[src/rtl/ssg_pkg.sv]
package ssg_pkg;
  localparam int unsigned CODE_EXT = 0;

  // prescaler bits that must all be ones for a given internal rate code
  function automatic int tap_bits(input int code, input int step_w);
    return (code < 1) ? 0 : step_w * (code - 1);
  endfunction
endpackage

[src/rtl/ssg_prescaler.sv]
module ssg_prescaler #(
  parameter int unsigned CNT_W = 12
) (
  input  logic             clk_i,
  input  logic             rst_ni,
  input  logic             clear_i,
  output logic [CNT_W-1:0] cnt_o
);
  always_ff @(posedge clk_i or negedge rst_ni) begin
    if (!rst_ni)      cnt_o <= '0;
    else if (clear_i) cnt_o <= '0;
    else              cnt_o <= cnt_o + 1'b1;
  end

  AST_CLEAR_ZERO: assert property (@(posedge clk_i) disable iff (!rst_ni)
    clear_i |=> cnt_o == '0);
  AST_CNT_STEP: assert property (@(posedge clk_i) disable iff (!rst_ni)
    !clear_i |=> cnt_o == $past(cnt_o) + 1'b1);
endmodule

[src/rtl/ssg_ext_sync.sv]
module ssg_ext_sync #(
  parameter int unsigned SYNC_STAGES = 2
) (
  input  logic clk_i,
  input  logic rst_ni,
  input  logic ext_i,
  output logic edge_o
);
  logic [SYNC_STAGES-1:0] sync_q;
  logic                   prev_q;

  always_ff @(posedge clk_i or negedge rst_ni) begin
    if (!rst_ni) begin
      sync_q <= '0;
      prev_q <= 1'b0;
    end else begin
      sync_q <= {sync_q[SYNC_STAGES-2:0], ext_i};
      prev_q <= sync_q[SYNC_STAGES-1];
    end
  end

  assign edge_o = sync_q[SYNC_STAGES-1] & ~prev_q;

  AST_EDGE_SINGLE: assert property (@(posedge clk_i) disable iff (!rst_ni)
    edge_o |=> !edge_o);
endmodule

[src/rtl/ssg_rate_mux.sv]
module ssg_rate_mux #(
  parameter int unsigned RATE_W = 3,
  parameter int unsigned STEP_W = 2,
  parameter int unsigned CNT_W  = 12
) (
  input  logic [CNT_W-1:0]  cnt_i,
  input  logic [RATE_W-1:0] code_i,
  input  logic              ext_edge_i,
  output logic              hit_o
);
  localparam int unsigned NUM_CODES = 2 ** RATE_W;

  logic [NUM_CODES-1:0] hit_vec;

  assign hit_vec[ssg_pkg::CODE_EXT] = ext_edge_i;

  for (genvar k = 1; k < NUM_CODES; k++) begin : g_tap
    localparam int TB = ssg_pkg::tap_bits(k, STEP_W);
    if (TB == 0) begin : g_every
      assign hit_vec[k] = 1'b1;
    end else begin : g_terminal
      assign hit_vec[k] = &cnt_i[TB-1:0];
    end
  end

  assign hit_o = hit_vec[code_i];
endmodule

[src/rtl/sample_strobe_gen.sv]
module sample_strobe_gen #(
  parameter int unsigned RATE_W      = 3,
  parameter int unsigned STEP_W      = 2,
  parameter int unsigned SYNC_STAGES = 2
) (
  input  logic              clk_i,
  input  logic              rst_ni,
  input  logic              ext_clk_i,
  input  logic [RATE_W-1:0] rate_sel_i,
  input  logic              run_ni,
  output logic              strobe_o
);
  localparam int unsigned NUM_CODES = 2 ** RATE_W;
  localparam int unsigned CNT_W     = STEP_W * (NUM_CODES - 2);

  logic [RATE_W-1:0] rate_q;
  logic [CNT_W-1:0]  cnt;
  logic              code_chg;
  logic              clear;
  logic              ext_edge;
  logic              hit;

  assign code_chg = rate_sel_i != rate_q;
  assign clear    = run_ni | code_chg;

  always_ff @(posedge clk_i or negedge rst_ni) begin
    if (!rst_ni) begin
      rate_q   <= RATE_W'(1);
      strobe_o <= 1'b0;
    end else begin
      rate_q   <= rate_sel_i;
      strobe_o <= ~clear & hit;
    end
  end

  ssg_prescaler #(.CNT_W(CNT_W)) i_prescaler (
    .clk_i   (clk_i),
    .rst_ni  (rst_ni),
    .clear_i (clear),
    .cnt_o   (cnt)
  );

  ssg_ext_sync #(.SYNC_STAGES(SYNC_STAGES)) i_ext_sync (
    .clk_i  (clk_i),
    .rst_ni (rst_ni),
    .ext_i  (ext_clk_i),
    .edge_o (ext_edge)
  );

  ssg_rate_mux #(.RATE_W(RATE_W), .STEP_W(STEP_W), .CNT_W(CNT_W)) i_rate_mux (
    .cnt_i      (cnt),
    .code_i     (rate_q),
    .ext_edge_i (ext_edge),
    .hit_o      (hit)
  );

  AST_RESET_LOW: assert property (@(posedge clk_i)
    !rst_ni |-> !strobe_o);
  AST_FULL_RATE: assert property (@(posedge clk_i) disable iff (!rst_ni)
    (!run_ni && !code_chg && rate_q == RATE_W'(1)) |=> strobe_o);
  AST_SLOW_SINGLE: assert property (@(posedge clk_i) disable iff (!rst_ni)
    (strobe_o && rate_q != RATE_W'(1)) |=> !strobe_o);
  AST_HALT_QUIET: assert property (@(posedge clk_i) disable iff (!rst_ni)
    run_ni |=> !strobe_o);
  AST_SWITCH_QUIET: assert property (@(posedge clk_i) disable iff (!rst_ni)
    code_chg |=> !strobe_o);
endmodule

[config.mk]
export PLATFORM = sky130hd
export DESIGN_NAME = sample_strobe_gen
export DESIGN_NICKNAME = d
export VERILOG_FILES = /design/src/rtl/ssg_pkg.sv /design/src/rtl/ssg_prescaler.sv /design/src/rtl/ssg_ext_sync.sv /design/src/rtl/ssg_rate_mux.sv /design/src/rtl/sample_strobe_gen.sv
export SDC_FILE = /design/constraint.sdc
export NUM_CORES = 1
export LEC_CHECK = 0
export ABC_AREA = 1
export BUFFER_PORTS_ARGS = -buffer_cell sky130_fd_sc_hd__buf_2
export CAP_MARGIN = 40
export CORE_MARGIN = 3
export CORE_UTILIZATION = 41
export DETAILED_ROUTE_END_ITERATION = 6
export HOLD_SLACK_MARGIN = 0.05
export PLACE_DENSITY = 0.69
export SYNTH_ARGS = -nofsm -noshare
export SYNTH_HDL_FRONTEND = slang
export SYNTH_SLANG_ARGS = --single-unit
[constraint.sdc]
create_clock -name clk_i -period 2.2 [get_ports clk_i]
set_clock_uncertainty 0.2 [all_clocks]
set_input_delay 0.33 -clock clk_i [delete_from_list [all_inputs] [get_ports clk_i]]
set_output_delay 0.33 -clock clk_i [all_outputs]
set_load 0.005 [all_outputs]
==> results list <==
- The flow ran to the end, and the final reports show no timing, DRC or antenna violations.
* Sequential cell area: 477 sq um
- Summed over all layers, the global routing overflow is 0.
- In the layout the commonest cells are sky130_fd_sc_hd__nand2_1, sky130_fd_sc_hd__nor2_1, sky130_fd_sc_hd__dfrtp_1, sky130_fd_sc_hd__inv_1, sky130_fd_sc_hd__buf_2.
- The layout has 198 filler cells.
- Post-CTS repair changed the size of 0 cells.
* CP max stage delay: 530 ps
* Vias per inst: 4.66
- A synthesized cell averages 8.20 sq um.
* Hpwl dp: 1.27 mm
- Placeable Area: 2060 sq um
* Worst rel slew slack: 72.5%
- Portion of the post-synthesis area used by sequential elements: 51.0%
- In this run the most critical hold path is launched from i_ext_sync.sync_q[0].
* Residual DRC: 0
- Counting every instance in the synthesized netlist gives 114.
- Area delta synth->final: 15.7%
* Syn Std Cell Area: 935 sq um
* Crit Path Class: in2reg
- After layout, the design draws a total of 0.582 mW.
- The first global-routing pass estimated 2.93 mm of wire.
- Of all nets on the critical path, the largest fanout is 7.
- Worst R2R Start: i_prescaler.cnt_o[0]
- Power density over the cells: 539 nW/um^2
- Flops & latches, synth: 19
- TritonCTS built the clock tree.
* Maximum capacitance violations: 0
- RSZ-0062 raised after global routing: false
- Fraction of the cycle the final worst path needs: 74.0%
* Synthesized netlist net count: 122
- Arrival @ worst endpoint: 1670 ps
- The longest clock path from root to sink contains 2 buffers.
- The count of nets left with antenna violations once routing finished came out at 0.
- Summed over all cells, the static leakage comes to 0.494 nW.
- Number of clock buffers inserted by TritonCTS: 3
- Sort of element at the end of the critical path: register
- GRT Util Overall: 14.2%
- Per-cell routed wire length: 10.8 um
- CTS clk-pin slew, worst paths: 110 ps
* Setup slack on the worst flop-to-flop path: 620 ps
- Critical Path Source Type: input port
- STA puts the critical path data required time at 2240 ps.
- Summed negative setup slack over all endpoints: 0 ps
* Horizontal extent of the die: 53.7 um
- Final hold violations: 0
* Critical path cell sequence: dlygate4sd3_1 > buf_2 > xnor2_1 > nand2_1 > nor2_4 > inv_2 > nor2_2
- The die is 53.7 um tall.
- Number of global-route vias before repair: 718
- The initial antenna violation count was 0.
- The worst hold path terminates at i_ext_sync.sync_q[1].
* YS warnings: 0
- Worst IR drop on VDD: 0.364 mV
- The die covers 2890 sq um.
- For this design the top-level I/O count stands at 8.
- The tree is rooted in a sky130_fd_sc_hd__clkbuf_4.
- The post-route netlist has 20.8% of its cells at a drive strength greater than 1.
- Multi-input gate area: 405 sq um
- The worst path needs 1630 ps of the cycle, external delays included.
* Total setup violations reported at the end of the flow: 0
- Nets: 139
* Achievable frequency: 0.614 GHz
- The worst register-to-register path has a depth of 8.
- Transition time at the pin with the least slew margin: 413 ps
* Port Buffers: 7
* Core utilization of the finished layout: 52.4%
- Counting distinct cell types in the post-synthesis netlist gives 21.
* Initial Util: 45.3%
- CTS built an H-tree with a depth of 1.
* Pins over their slew limit: 0
- Placement row count: 16
- Number of cells on the worst hold path: 0
- Leaving out fill and tap cells, the most frequent cell in the layout is sky130_fd_sc_hd__nand2_1.
* Class of the tightest hold or removal check: reg2reg
- Clock latency on the worst-skew pair: 300 ps
* Vias: 731
* Total iterations of the first detailed-routing run: 4
- Largest net degree at the start of global routing: 20
- Iter 0 DRT Violations: 13
- Total detailed-routing wirelength: 1.70 mm
- Number of sinks on the clock net: 19
- Routability-driven placement finished with a final weighted congestion of 0.826.
* Number of diodes: 0
- The endpoint identified for the worst register-to-register timing path is i_prescaler.cnt_o[10].
- On the critical path, the stage with the largest delay is an instance of sky130_fd_sc_hd__dlygate4sd3_1.
## synth_stat cells
master | count | share of area [%]
sky130_fd_sc_hd__o21ai_1 | 1 | 0.53
sky130_fd_sc_hd__ha_1 | 1 | 1.3
sky130_fd_sc_hd__inv_1 | 10 | 4.0
sky130_fd_sc_hd__nor2_2 | 5 | 3.3
sky130_fd_sc_hd__a21oi_1 | 2 | 1.1
sky130_fd_sc_hd__or2_0 | 1 | 0.67
sky130_fd_sc_hd__nor2_1 | 20 | 8.0
sky130_fd_sc_hd__nand3_1 | 6 | 3.2
sky130_fd_sc_hd__inv_2 | 3 | 1.2
sky130_fd_sc_hd__o21ai_0 | 2 | 1.1
sky130_fd_sc_hd__nand3_2 | 1 | 1.1
sky130_fd_sc_hd__nand2_2 | 3 | 2.0
sky130_fd_sc_hd__nor2_4 | 2 | 2.4
sky130_fd_sc_hd__dfstp_2 | 1 | 2.8
sky130_fd_sc_hd__clkinv_1 | 1 | 0.40
sky130_fd_sc_hd__nand4_1 | 1 | 0.67
sky130_fd_sc_hd__dfrtp_1 | 18 | 48
sky130_fd_sc_hd__nand2_1 | 30 | 12
sky130_fd_sc_hd__xor2_1 | 4 | 3.7
sky130_fd_sc_hd__o21bai_2 | 1 | 1.2
sky130_fd_sc_hd__xnor2_1 | 1 | 0.94
## stage by stage
| step | instances | worst slack [ps] | instance area (sq um) | hold slack [ps] |
|---|---|---|---|---|
| floorplan | 114 | 786 | 935 | -166 |
| global placement | 148 | 620 | 1000 | 82.2 |
| detailed placement | 148 | 632 | 1000 | 91.2 |
| CTS | 157 | 569 | 1080 | 169 |
| global route | 157 | 471 | 1080 | 184 |
| finish | 157 | 571 | 1080 | 166 |
## layout make-up
| type | instances | area share [%] |
|---|---|---|
| Inverter | 14 | 4.86 |
| Tap cell | 27 | 3.12 |
| Clock buffer | 3 | 2.08 |
| Sequential cell | 19 | 44.1 |
| Multi-Input combinational cell | 81 | 37.5 |
| Clock inverter | 1 | 0.463 |
| Timing Repair Buffer | 12 | 7.87 |
## power breakdown
group	internal, mW	switching [mW]	total [mW]
clock network	0.0678	0.108	0.176
registers	0.357	0.00507	0.362
logic	0.0191	0.0260	0.0450
total	0.444	0.139	0.582
## cells by family after synthesis
kind of cell	count (synthesis)	synth area share, %
simple gates	69	33.5
xor+xnor	5	4.69
flops	19	51.0
fa+ha+maj	1	1.34
compound gates	6	3.88
buf+inv	14	5.62
## critical path, delay by kind of cell
kind | cells | cell delay (ps)
buffers and inverters | 3 | 790
xor gates and xnor gates | 1 | 120
and+or+nand+nor | 3 | 420
## metal layers
metal / GRT usage (%) / share of wire (%) / vias up / wire length, um
li1: - / - / 382 / -
met1: 16.3 / 46 / 334 / 789
met2: 24.6 / 48 / 13 / 825
met3: 6.09 / 4.5 / 2 / 77
met4: 2.13 / 0.53 / 0 / 9
met5: 0 / 0 / - / 0
## worst max-delay path by stage
stage / start / endpoint / slack, ps / depth (start not counted)
after detailed placement: i_prescaler.cnt_o[0] / i_prescaler.cnt_o[10] / 630 / 8
after floorplan: i_prescaler.cnt_o[0] / i_prescaler.cnt_o[10] / 790 / 8
after global placement: i_prescaler.cnt_o[0] / i_prescaler.cnt_o[10] / 620 / 8
after CTS: rate_sel_i[2] / i_prescaler.cnt_o[6] / 570 / 7
after global routing: i_prescaler.cnt_o[0] / i_prescaler.cnt_o[10] / 470 / 8
final: rate_sel_i[2] / i_prescaler.cnt_o[10] / 570 / 7
## what timing repair did
| action | 4_1_cts | 5_1_grt |
|---|---|---|
| endpoints found under the hold margin | 22 | 0 |
| hold buffers | 5 | 0 |
| buffers inserted | 0 | 0 |
## registers in the layout, indices dropped and copies added (netlist names)
signal	flops
i_ext_sync.prev_q	1
i_ext_sync.sync_q	2
rate_q	3
i_prescaler.cnt_o	12
strobe_o	1
Note: power is estimated with default switching activity, not from simulation.
